`config.mk`:
```
export PLATFORM = sky130hd
export DESIGN_NAME = chan_req_router
export DESIGN_NICKNAME = d
export VERILOG_FILES = /design/src/rtl/chanreq_pkg.sv /design/src/rtl/chanreq_datapath.sv /design/src/rtl/chanreq_control.sv /design/src/rtl/chan_req_router.sv
export SDC_FILE = /design/constraint.sdc
export NUM_CORES = 1
export LEC_CHECK = 0
export ABC_AREA = 1
export BUFFER_PORTS_ARGS = -buffer_cell sky130_fd_sc_hd__buf_4
export CAP_MARGIN = 20
export CORE_AREA = 2 2 155 157
export CTS_BUF_LIST = sky130_fd_sc_hd__clkbuf_16
export CTS_CLUSTER_DIAMETER = 30
export DETAILED_ROUTE_END_ITERATION = 7
export DIE_AREA = 0 0 157 159
export SKIP_LAST_GASP = 1
export SLEW_MARGIN = 10
export SYNTH_ARGS = -nofsm -noshare
export SYNTH_HDL_FRONTEND = slang
export SYNTH_SLANG_ARGS = --single-unit
export TNS_END_PERCENT = 30
```
`constraint.sdc`:
```
create_clock -name clk -period 3.7 [get_ports clk]
set_input_delay 0.37 -clock clk [delete_from_list [all_inputs] [get_ports clk]]
set_output_delay 0.37 -clock clk [all_outputs]
set_load 0.03 [all_outputs]
```
`src/rtl/chanreq_pkg.sv`:
```
package chanreq_pkg;

  typedef struct packed {
    logic sw;
    logic dst;
    logic blk;
    logic pfc;
  } reqCfg_t;

  typedef struct packed {
    logic capture;
    logic portReq;
    logic ackPulse;
    logic earlyPulse;
  } ctlStrb_t;

  typedef enum logic [1:0] {
    ST_IDLE  = 2'd0,
    ST_SERVE = 2'd1,
    ST_ACK   = 2'd2
  } reqState_e;

endpackage

```
`src/rtl/chanreq_datapath.sv`:
```
module chanreq_datapath
  import chanreq_pkg::*;
#(
  parameter int SEL_W = 7,
  localparam int NUM_REQ = 1 << SEL_W
) (
  input  logic               clk,
  input  logic               rstN,
  input  reqCfg_t            cfgIn,
  input  logic [SEL_W-1:0]   selIn,
  input  logic [NUM_REQ-1:0] perReq,
  input  logic [NUM_REQ-1:0] perEnd,
  input  ctlStrb_t           strb,
  output reqCfg_t            cfgQ,
  output logic               selReq,
  output logic               selEnd,
  output logic               rdReq,
  output logic               wrReq,
  output logic [NUM_REQ-1:0] perAck,
  output logic               earlyEnd
);

  logic [SEL_W-1:0] selQ;
  logic             toWrite;

  always_ff @(posedge clk or negedge rstN) begin
    if (!rstN) begin
      cfgQ <= '0;
      selQ <= '0;
    end else if (strb.capture) begin
      cfgQ <= cfgIn;
      selQ <= selIn;
    end
  end

  assign selReq = perReq[selQ];
  assign selEnd = perEnd[selQ];

  // flow control forces peripheral-to-memory
  assign toWrite = !cfgQ.sw && cfgQ.dst && !cfgQ.pfc;
  assign rdReq   = strb.portReq && !toWrite;
  assign wrReq   = strb.portReq && toWrite;

  for (genvar i = 0; i < NUM_REQ; i++) begin : g_ack
    assign perAck[i] = strb.ackPulse && (selQ == SEL_W'(i));
  end

  assign earlyEnd = strb.earlyPulse;

endmodule

```
`src/rtl/chanreq_control.sv`:
```
module chanreq_control
  import chanreq_pkg::*;
(
  input  logic     clk,
  input  logic     rstN,
  input  logic     chanEn,
  input  reqCfg_t  cfgQ,
  input  logic     selReq,
  input  logic     selEnd,
  input  logic     burstDone,
  input  logic     blockDone,
  input  logic     bytesRemain,
  output ctlStrb_t strb
);

  reqState_e stateQ, stateD;
  logic      activeQ;
  logic      earlyQ, earlyD;
  logic      live;
  logic      doneHit;
  logic      endHit;

  assign live    = activeQ && chanEn;
  assign doneHit = cfgQ.blk ? blockDone : burstDone;
  assign endHit  = cfgQ.pfc && selEnd;

  always_comb begin
    stateD = stateQ;
    earlyD = earlyQ;
    if (!live) begin
      stateD = ST_IDLE;
      earlyD = 1'b0;
    end else begin
      unique case (stateQ)
        ST_IDLE: begin
          earlyD = 1'b0;
          if (!cfgQ.sw && selReq && bytesRemain) stateD = ST_SERVE;
        end
        ST_SERVE: begin
          if (doneHit || endHit) begin
            stateD = ST_ACK;
            earlyD = endHit;
          end
        end
        ST_ACK:  stateD = ST_IDLE;
        default: stateD = ST_IDLE;
      endcase
    end
  end

  always_ff @(posedge clk or negedge rstN) begin
    if (!rstN) begin
      stateQ  <= ST_IDLE;
      activeQ <= 1'b0;
      earlyQ  <= 1'b0;
    end else begin
      stateQ  <= stateD;
      activeQ <= chanEn;
      earlyQ  <= earlyD;
    end
  end

  always_comb begin
    strb.capture    = chanEn && !activeQ;
    if (cfgQ.sw)
      strb.portReq  = live && bytesRemain;
    else
      strb.portReq  = live && ((stateQ == ST_IDLE && selReq && bytesRemain)
                               || stateQ == ST_SERVE);
    strb.ackPulse   = live && !cfgQ.sw && stateQ == ST_ACK;
    strb.earlyPulse = strb.ackPulse && earlyQ;
  end

endmodule

```
`src/rtl/chan_req_router.sv`:
```
module chan_req_router
  import chanreq_pkg::*;
#(
  parameter int SEL_W = 7,
  localparam int NUM_REQ = 1 << SEL_W
) (
  input  logic               clk,
  input  logic               rstN,
  input  logic               chanEn,
  input  logic               cfgSwReq,
  input  logic               cfgDstReq,
  input  logic               cfgBlkReq,
  input  logic               cfgPfc,
  input  logic [SEL_W-1:0]   cfgReqSel,
  input  logic [NUM_REQ-1:0] perReq,
  input  logic [NUM_REQ-1:0] perEnd,
  input  logic               burstDone,
  input  logic               blockDone,
  input  logic               bytesRemain,
  output logic               rdReq,
  output logic               wrReq,
  output logic [NUM_REQ-1:0] perAck,
  output logic               earlyEnd
);

  reqCfg_t  cfgIn;
  reqCfg_t  cfgQ;
  ctlStrb_t strb;
  logic     selReq;
  logic     selEnd;

  assign cfgIn = '{sw: cfgSwReq, dst: cfgDstReq, blk: cfgBlkReq, pfc: cfgPfc};

  chanreq_control u_ctl (
    .clk         (clk),
    .rstN        (rstN),
    .chanEn      (chanEn),
    .cfgQ        (cfgQ),
    .selReq      (selReq),
    .selEnd      (selEnd),
    .burstDone   (burstDone),
    .blockDone   (blockDone),
    .bytesRemain (bytesRemain),
    .strb        (strb)
  );

  chanreq_datapath #(.SEL_W(SEL_W)) u_dp (
    .clk      (clk),
    .rstN     (rstN),
    .cfgIn    (cfgIn),
    .selIn    (cfgReqSel),
    .perReq   (perReq),
    .perEnd   (perEnd),
    .strb     (strb),
    .cfgQ     (cfgQ),
    .selReq   (selReq),
    .selEnd   (selEnd),
    .rdReq    (rdReq),
    .wrReq    (wrReq),
    .perAck   (perAck),
    .earlyEnd (earlyEnd)
  );

endmodule

```
==> results.toml, run 1 <==
[outcome]
status = "finished, final reports clean"

[pwr]
pwr_density_cell_mw_per_mm2 = 194
p_leak_nw = 4.41
vdd.ir_drop.worst_mv = 0.167
total_power_mw = 1.45

[finish]
layout.cells.non_filler = 1646
syn_to_final_growth_pct = 82.5
drive_above_1_share_pct = 32.5
fin_nets = 1599

[synth]
async_flop_share_pct = 100
synth_common_cells = "628 x nand2_1, 179 x nor2_1, 24 x buf_2"
synthCells = 959
synth.most_common_cell = "nand2_1"
syn_area_mm2 = 0.00410
synth_top_cell_by_area = "nand2_1"
synth_cell_type_count = 21
syn_nets = 1232
syn_avg_cell_area_um2 = 4.27
seq_area_frac_synth_pct = 9.16
ys_warn_count = 0
netlist.area_leader.share_pct = 57.5
ys.flop_type = "dfrtp_1"
synth_edf_count = 0
synth_seq_cells = 15
synth_area_leaders = "nand2_1 58%, nor2_1 16%, dfrtp_1 9.2%"

[clocking]
clock-sinks = 15
worstSkewPairLatency_ps = 240
postCtsSetupBuffers = 0
cts_made_buffers = 3
ctsHoldBuffers = 1
cts_max_path_buffers = 2
cts_resized = 0
htree_num_levels = 1
cts_tree = "done"
path_clk_slew_ps = 50
cts_root_buffer = "clkbuf_16"

[min_path]
hp-class = "in2reg"
hold_end = "u_ctl.activeQ"
hold_start = "chanEn"
hold_depth = 1

[timing]
worst_slew_pin_slew_ps = 913
final_hold_viol_count = 0
slew_headroom_pct = 39.0
finalSetupTns_ps = 0
slew_viol_final = 0
fin_crit_sh_pct = 89.6
fin_skew_ps = 2.43
rsz0062_at_grt = "false"
fmax_ghz = 0.302
fin_crit_ps = 3320
setup_violations = 0

[placement]
portBuffers = 403
dp.cells = 1639
place_congestion = 0.851
dp.final_hpwl_mm = 21.3

[drt]
vias_per_cell = 4.31
drt_iter0_drc = 624
num_vias = 7092
drt_pass1_iterations = 5
drcViolationCount = 0
routed_wl_mm = 26.2
wl_per_cell_um = 15.9
ant_nets = 0

[floorplanning]
pin_count = 404
die_area_mm2 = 0.0250
placementRows = 56
die_height_um = 159
die_x_um = 157
core_area_mm2 = 0.0232
start_util_pct = 17.7

[setup_path]
ff2ff_setup_slack_ps = 890
worstSetupEndpointType = "output pin"
crit_type = "reg2out"
reg2regPathDepth = 19
arrival_ps = 2950
reg2reg_from = "u_dp.selQ[0]"
cp.required_ps = 3330
cp-start-kind = "flop"
crit_fanout = 30
timing.rr.end = "u_ctl.earlyQ"

[global_routing]
grtUsageTotal_pct = 19.8
grt_max_degree = 95
grt_pass1_wl_mm = 38.4
antenna_found_initial = 3
grt_pass1_vias = 6765
overflow = 0

[job]
max_cap_viol_count = 0
==> worst max-delay path, stage by stage, from the launching register on <==
cell,delay [ps]
dfrtp_2,550
buf_4,310
nor2_2,420
nand2_1,160
nand4_1,130
nand2_1,60
nand2_1,100
o21ai_0,120
nand3_1,190
nand3_1,180
nand2_1,100
nand2_1,70
a21oi_1,130
buf_4,180
==> cells by family after synthesis <==
kind of cell           Yosys count  synth area share [%]
DFF                             15                  9.16
muxes                            4                  1.10
AOI/OAI and AO/OA               24                  3.24
buffers and inverters           78                  8.52
and+or+nand+nor                838                  78.0
==> flip-flops by register name (all words and copies together), names as in the netlist <==
name and flops:
u_ctl.activeQ 1, u_dp.selQ 7, u_ctl.stateQ 2, u_ctl.earlyQ 1, u_dp.cfgQ 4
==> worst max-delay path by stage <==
stage	from	endpoint	slack, ps	depth (start not counted)
2_1_floorplan	u_dp.selQ[0]	rdReq	1310	12
3_3_place_gp	u_dp.selQ[1]	wrReq	550	14
3_5_place_dp	u_dp.selQ[1]	wrReq	580	14
4_1_cts	u_dp.selQ[1]	wrReq	310	14
5_1_grt	u_dp.selQ[1]	rdReq	70	14
6_report	u_dp.selQ[1]	wrReq	380	13
==> metal layers <==
layer  global-route usage (%)  up-vias  part of all wire, %
met5                        0        -                0.061
met4                     2.84        2                  1.4
met3                     4.49       30                  8.0
met2                     33.9      280                   48
met1                     25.7     3166                   43
li1                         -     3614                    -
==> power by group <==
part	switching, mW	total, mW	internal (mW)	leakage [nW]
Combinational	0.625	1.03	0.407	4.19
Sequential	0.0285	0.212	0.184	0.174
Clock	0.0634	0.206	0.143	0.0423
Total	0.716	1.45	0.733	4.41
==> cell usage in the layout (no fill, tap or decap), types with 2 or more instances in the layout <==
cell	instances
a21oi_1	11
a22oi_1	4
buf_4	414
clkbuf_16	3
dfrtp_1	13
diode_2	2
inv_1	22
mux2_2	4
nand2_1	628
nand3_1	20
nand4_1	7
nor2_1	175
nor2_2	5
nor3_1	3
o21ai_0	4
o21ai_1	4
==> per-stage QoR <==
stage | utilization (%) | hold slack, ps | worst slack (ps) | instance area [µm²]
2_1_floorplan | - | 74.4 | 1310 | 4100
3_3_place_gp | 31.8 | 244 | 546 | 7380
3_5_place_dp | 31.8 | 245 | 578 | 7380
4_1_cts | 32.2 | 245 | 308 | 7470
5_1_grt | 32.2 | 240 | 71.1 | 7470
6_report | 32.2 | 249 | 384 | 7470
==> layout make-up <==
class                   instances  area, µm²
well taps                     319        399
inverters                      24       91.3
multi-input cells             866       3380
fillers                      2667      15700
repair buffers                416       3140
clock inverters                 1       3.75
flip-flops and latches         15        380
diodes                          2       5.00
clock buffers                   3       75.1
(Power assumes the default switching activity.)
==> run 2, diff against run 1 <==
--- a/config.mk
+++ b/config.mk
@@ -5,14 +5,14 @@
 export SDC_FILE = /design/constraint.sdc
 export NUM_CORES = 1
 export LEC_CHECK = 0
-export ABC_AREA = 1
+export ABC_CLOCK_PERIOD_IN_PS = 3700
 export BUFFER_PORTS_ARGS = -buffer_cell sky130_fd_sc_hd__buf_4
 export CAP_MARGIN = 20
-export CORE_AREA = 2 2 155 157
+export CORE_AREA = 2 2 156 158
 export CTS_BUF_LIST = sky130_fd_sc_hd__clkbuf_16
 export CTS_CLUSTER_DIAMETER = 30
 export DETAILED_ROUTE_END_ITERATION = 7
-export DIE_AREA = 0 0 157 159
+export DIE_AREA = 0 0 158 160
 export SKIP_LAST_GASP = 1
 export SLEW_MARGIN = 10
 export SYNTH_ARGS = -nofsm -noshare
==> run 2 against run 1 <==
  * Power down 3.5%
  * Non-clock buffer count up 10
  * Fmax down 0.41%
  * Clock power up 3%
  * First-iteration DRC count down 46%
  * Die area up 1.3%
  * Via count down 27%
  * Sequential power up 17%
==> results.toml, run 2 <==
[outcome]
status = "finished, final reports clean"

[timing]
rsz0062_at_grt = "false"
fin_crit_sh_pct = 90.0
fin_skew_ps = 1.29
slew_viol_final = 0
post-route-worst-setup-slack_ps = 370
slew_headroom_pct = 40.2
worst_slew_pin_slew_ps = 895
fin_crit_ps = 3330
fmax_ghz = 0.300
finalSetupTns_ps = 0
final_hold_viol_count = 0
setup_violations = 0

[synth]
synth_top_cell_by_area = "mux4_2"
async_flop_share_pct = 100
ys.flop_type = "dfrtp_1"
synth_seq_cells = 15
syn_avg_cell_area_um2 = 8.15
seq_area_frac_synth_pct = 10.3
synth_common_cells = "142 x nor2_1, 44 x nand2_1, 39 x mux4_2"
synth_edf_count = 0
synthCells = 446
synth_area_leaders = "mux4_2 24%, nor2_1 15%, dfrtp_1 10%"
syn_area_mm2 = 0.00363
netlist.area_leader.share_pct = 24.2
synth.most_common_cell = "nor2_1"
syn_nets = 719
synth_cell_type_count = 52
ys_warn_count = 0

[pwr]
seq_power_share_pct = 17.8
pwr_density_cell_mw_per_mm2 = 197
vdd.ir_drop.worst_mv = 0.124
p_int_uw = 839
p_sw_share_pct = 40.0
switching_power_uw = 560
p_leak_nw = 3.32
combPwrFrac_pct = 67.1
clockPowerShare_pct = 15.2

[floorplanning]
die_area_mm2 = 0.0253
placementRows = 57
die_height_um = 160
start_util_pct = 15.3
die_x_um = 158
pin_count = 404
core_area_mm2 = 0.0238

[setup_path]
worstSetupEndpointType = "output pin"
crit_fanout = 18
cp.required_ps = 3330
ff2ff_setup_slack_ps = 690
reg2regPathDepth = 8
arrival_ps = 2960
cp-start-kind = "flop"
crit_type = "reg2out"
timing.rr.end = "u_ctl.earlyQ"
startpoint = "u_dp.selQ[0]"
crit_end = "rdReq"
reg2reg_from = "u_dp.selQ[0]"

[finish]
final_cell_mix = "424 x buf_4, 142 x nor2_1, 44 x nand2_1, 39 x mux4_2, 37 x mux2i_1"
multi_input_comb_area_mm2 = 0.00302
register_area_um2 = 382
drive_above_1_share_pct = 58.0
layout.cells.non_filler = 1157
fillers = 2647
final_util_pct = 29.9
design_area_mm2 = 0.00712
syn_to_final_growth_pct = 95.8
largest-register = "u_dp.selQ"
layout_commonest_cell = "buf_4"
top_regs = "u_dp.selQ (7), u_dp.cfgQ (4), u_ctl.stateQ (2)"
largest_reg_flops = 7
fin_nets = 1107
antenna_cells = 0

[drt]
wl_per_cell_um = 20.6
drt_pass1_iterations = 5
drt_iter0_drc = 338
routed_wl_mm = 23.8
vias_per_cell = 4.48
num_vias = 5185
drcViolationCount = 0
ant_nets = 0

[clocking]
cts_made_buffers = 3
cts_resized = 0
htree_num_levels = 1
ctsHoldBuffers = 1
clock-sinks = 15
cts_tree = "done"
path_clk_slew_ps = 50
worstSkewPairLatency_ps = 240
postCtsSetupBuffers = 0
cts_max_path_buffers = 2
cts_root_buffer = "clkbuf_16"

[global_routing]
grtUsageTotal_pct = 17.7
antenna_found_initial = 0
met3_usage_pct = 3.15
overflow = 0
grt_max_degree = 48
grtUsageMet2_pct = 34.8
met1_usage_pct = 19.8
grt_pass1_vias = 5266
grt.busiest_layer = "met2"
grt_pass1_wl_mm = 32.9

[placement]
portBuffers = 403
placed_area_mm2 = 0.00703
place_congestion = 0.888
dp.final_hpwl_mm = 20.3
dpl_worst_slack_ps = 589
dp.cells = 1152

[min_path]
hp-class = "in2reg"

[job]
max_cap_viol_count = 0
## run 2: cell types whose count changed after synthesis, sizes merged, moves of 9 or more
cell and delta:
nand2 -584, nor2b +10, nor2 -38, inv -21
buf -11, mux2i +37, nand3 -13, a22oi +9
mux4 +49
## run 2: power groups by stage
stage | logic (mW) | clock network (mW) | registers [mW]
final | 0.938 | 0.212 | 0.249
after global routing | 1.00 | 0.222 | 0.258
after CTS | 0.948 | 0.214 | 0.251
after global placement | 0.939 | 0 | 0.253
after floorplan | 0.567 | 0 | 0.195
after detailed placement | 0.945 | 0 | 0.254
## run 2: stage by stage
| step | hold WS (ps) | total power, mW |
|---|---|---|
| 2_1_floorplan | 74.4 | 0.762 |
| 3_3_place_gp | 241 | 1.19 |
| 3_5_place_dp | 242 | 1.20 |
| 4_1_cts | 251 | 1.41 |
| 5_1_grt | 255 | 1.48 |
| 6_report | 255 | 1.40 |
## run 2: worst min path at each step
stage	end	cells past startpoint	from
6_report	u_ctl.activeQ	1	chanEn
5_1_grt	u_ctl.activeQ	1	chanEn
4_1_cts	u_ctl.activeQ	1	chanEn
3_5_place_dp	u_dp.cfgQ[1]	1	rstN
3_3_place_gp	u_dp.cfgQ[1]	1	rstN
2_1_floorplan	u_ctl.activeQ	0	rstN
## run 2: metal layers
layer	vias to the layer above	share of wire [%]	routed length (µm)
met3	16	9.0	2130
met2	314	53	12600
met4	0	1.2	289
met1	2433	37	8810
li1	2422	-	-
met5	-	0	0
## run 2: cell families after synthesis
family | after synthesis | share of synthesized area [%]
multiplexers | 93 | 43.8
flip-flops | 15 | 10.3
AO/OA/AOI/OAI | 50 | 10.3
AND/OR/NAND/NOR | 241 | 29.1
buffers and inverters | 47 | 6.51
## run 2: critical path: stages (launching register included)
cell and delay [ps]:
dfrtp_2 670, buf_4 380, nor2_1 80, buf_4 190, a22oi_1 250, o211ai_1 180
o2111a_1 160, nand3_1 140, nand4b_1 210, a21boi_0 250, buf_4 190
## run 2: layout make-up
| class | instances | share of cell area [%] |
|---|---|---|
| Multi-Input combinational cell | 384 | 42.5 |
| Tap cell | 324 | 5.70 |
| Sequential cell | 15 | 5.36 |
| Timing Repair Buffer | 426 | 45.2 |
| Clock buffer | 3 | 1.06 |
| Inverter | 4 | 0.211 |
| Clock inverter | 1 | 0.0528 |
==> run 3, diff against run 2 <==
--- a/config.mk
+++ b/config.mk
@@ -13,6 +13,8 @@
 export CTS_CLUSTER_DIAMETER = 30
 export DETAILED_ROUTE_END_ITERATION = 7
 export DIE_AREA = 0 0 158 160
+export HOLD_SLACK_MARGIN = 0.1
+export REMOVE_ABC_BUFFERS = 1
 export SKIP_LAST_GASP = 1
 export SLEW_MARGIN = 10
 export SYNTH_ARGS = -nofsm -noshare
==> run 3 against run 2 <==
  * Die area unchanged
  * Register-to-register slack better by 60 ps
  * Hold slack worse by 0.56 ps
  * Power shrank 0.86%
  * First-iteration DRC count is 26% lower
  * Wire length decreased by 3.8%
  * Clock skew increased by 1.7 ps
  * Critical path depth shrank 1
  * Flip-flop and latch count unchanged
  * Largest cell class unchanged
==> results.toml, run 3 (synthesis gave the netlist of run 2 again) <==
[outcome]
status = "finished, final reports clean"

[placement]
dp.final_hpwl_mm = 19.3
portBuffers = 403
dpl_worst_slack_ps = 439
place_congestion = 0.787

[floorplanning]
die_height_um = 160
start_util_pct = 15.3
pin_count = 404
die_x_um = 158
die_area_mm2 = 0.0253
placementRows = 57
core_area_mm2 = 0.0238

[finish]
drive_above_1_share_pct = 57.9
layout_commonest_cell = "buf_4"
top_regs = "u_dp.selQ (7), u_dp.cfgQ (4), u_ctl.stateQ (2)"
final_cell_mix = "423 x buf_4, 142 x nor2_1, 44 x nand2_1, 39 x mux4_2, 37 x mux2i_1"
syn_to_final_growth_pct = 95.6
fin_nets = 1106
largest_reg_flops = 7
fillers = 2610
largest-register = "u_dp.selQ"
antenna_cells = 0

[clocking]
cts_root_buffer = "clkbuf_16"
postCtsSetupBuffers = 0
worstSkewPairLatency_ps = 240
cts_tree = "done"
cts_max_path_buffers = 2
path_clk_slew_ps = 50
htree_num_levels = 1
cts_made_buffers = 3
clock-sinks = 15

[global_routing]
overflow = 0
grt_max_degree = 32
antenna_found_initial = 0
grt_pass1_vias = 5115
grt_pass1_wl_mm = 31.8
grtUsageTotal_pct = 16.7

[setup_path]
crit_buf_inv = 2
worstSetupEndpointType = "output pin"
cp-start-kind = "flop"
crit_slowest_cell = "dfrtp_2"
crit_type = "reg2out"
crit_cells = 9
cpPeakStageDelay_ps = 650
arrival_ps = 3000
crit_fanout = 15
path_cells = "buf_4, nor2b_1, a22oi_1, nand4_1, o221a_2, nand3_1, nand4b_1, a21boi_0, buf_4"
reg2regPathDepth = 9
cp_common_cell = "buf_4"
cp_top_family = "simple AND/OR/NAND/NOR gates"
cp.required_ps = 3330

[drt]
wl_per_cell_um = 19.8
ant_nets = 0
drcViolationCount = 0
num_vias = 5176
drt_iter0_drc = 250
routed_wl_mm = 22.9
vias_per_cell = 4.48
drt_pass1_iterations = 4

[timing]
post-route-worst-setup-slack_ps = 332
fmax_ghz = 0.297
slew_viol_final = 0
worst_slew_pin_slew_ps = 916
slew_headroom_pct = 38.8
fin_skew_ps = 3.01
final_hold_viol_count = 0
rsz0062_at_grt = "false"
finalSetupTns_ps = 0
fin_crit_sh_pct = 91.0
setup_violations = 0
fin_crit_ps = 3370

[job]
max_cap_viol_count = 0

[min_path]
hold_depth = 1
hp-class = "in2reg"

[pwr]
total_power_mw = 1.39
pwr_density_cell_mw_per_mm2 = 195
vdd.ir_drop.worst_mv = 0.174
p_leak_nw = 3.32
==> run 3: changes by cell type in the layout (fill, tap and decap cells not counted) <==
cell / previous run / this run
buf_4: 424 / 423
==> run 3: report_power, final <==
group          internal [mW]  leakage (nW)  switching (mW)
sequential             0.184         0.181          0.0701
clock                  0.143        0.0423          0.0650
combinational          0.508          3.10           0.417
total                  0.835          3.32           0.552
==> run 3: layer usage <==
layer  global-route usage, %  share of wire, %
met5                       0                 0
met4                   0.778             0.083
met3                    2.20               6.9
met2                    32.8                53
met1                    20.0                40
==> run 3: what timing repair did <==
item                                    4_1_cts  5_1_grt
resized for setup                             0        0
hold buffers                                  1        0
hold endpoints to repair                     15        0
endpoints found under the setup margin        0        0
==> run 3: worst paths after layout <==
check	start	to	slack, ps
hold / removal	chanEn	u_ctl.activeQ	250
setup / recovery	u_dp.selQ[0]	rdReq	330
max in group asynchronous	rstN	u_dp.selQ[1]	2970
hold reg to reg	u_dp.cfgQ[2]	u_dp.cfgQ[2]	540
min in group asynchronous	rstN	u_dp.selQ[4]	520
setup reg to reg	u_dp.selQ[1]	u_ctl.earlyQ	750
==> run 3: cell type report <==
type                            instances  area, µm²  share of cell area, %
Tap cell                              324        405                   5.70
Multi-Input combinational cell        384       3020                   42.5
Sequential cell                        15        382                   5.37
Clock inverter                          1       3.75                 0.0528
Inverter                                4       15.0                  0.211
Timing Repair Buffer                  425       3210                   45.1
Clock buffer                            3       75.1                   1.06
==> run 3: metrics by stage <==
stage	hold WS, ps	util [%]	area, µm²	cells
4_1_cts	251	29.8	7100	1155
3_5_place_dp	245	29.4	7010	1150
5_1_grt	257	29.8	7110	1156
2_1_floorplan	74.4	-	3410	403
3_3_place_gp	241	29.4	7010	1150
6_report	254	29.8	7110	1156
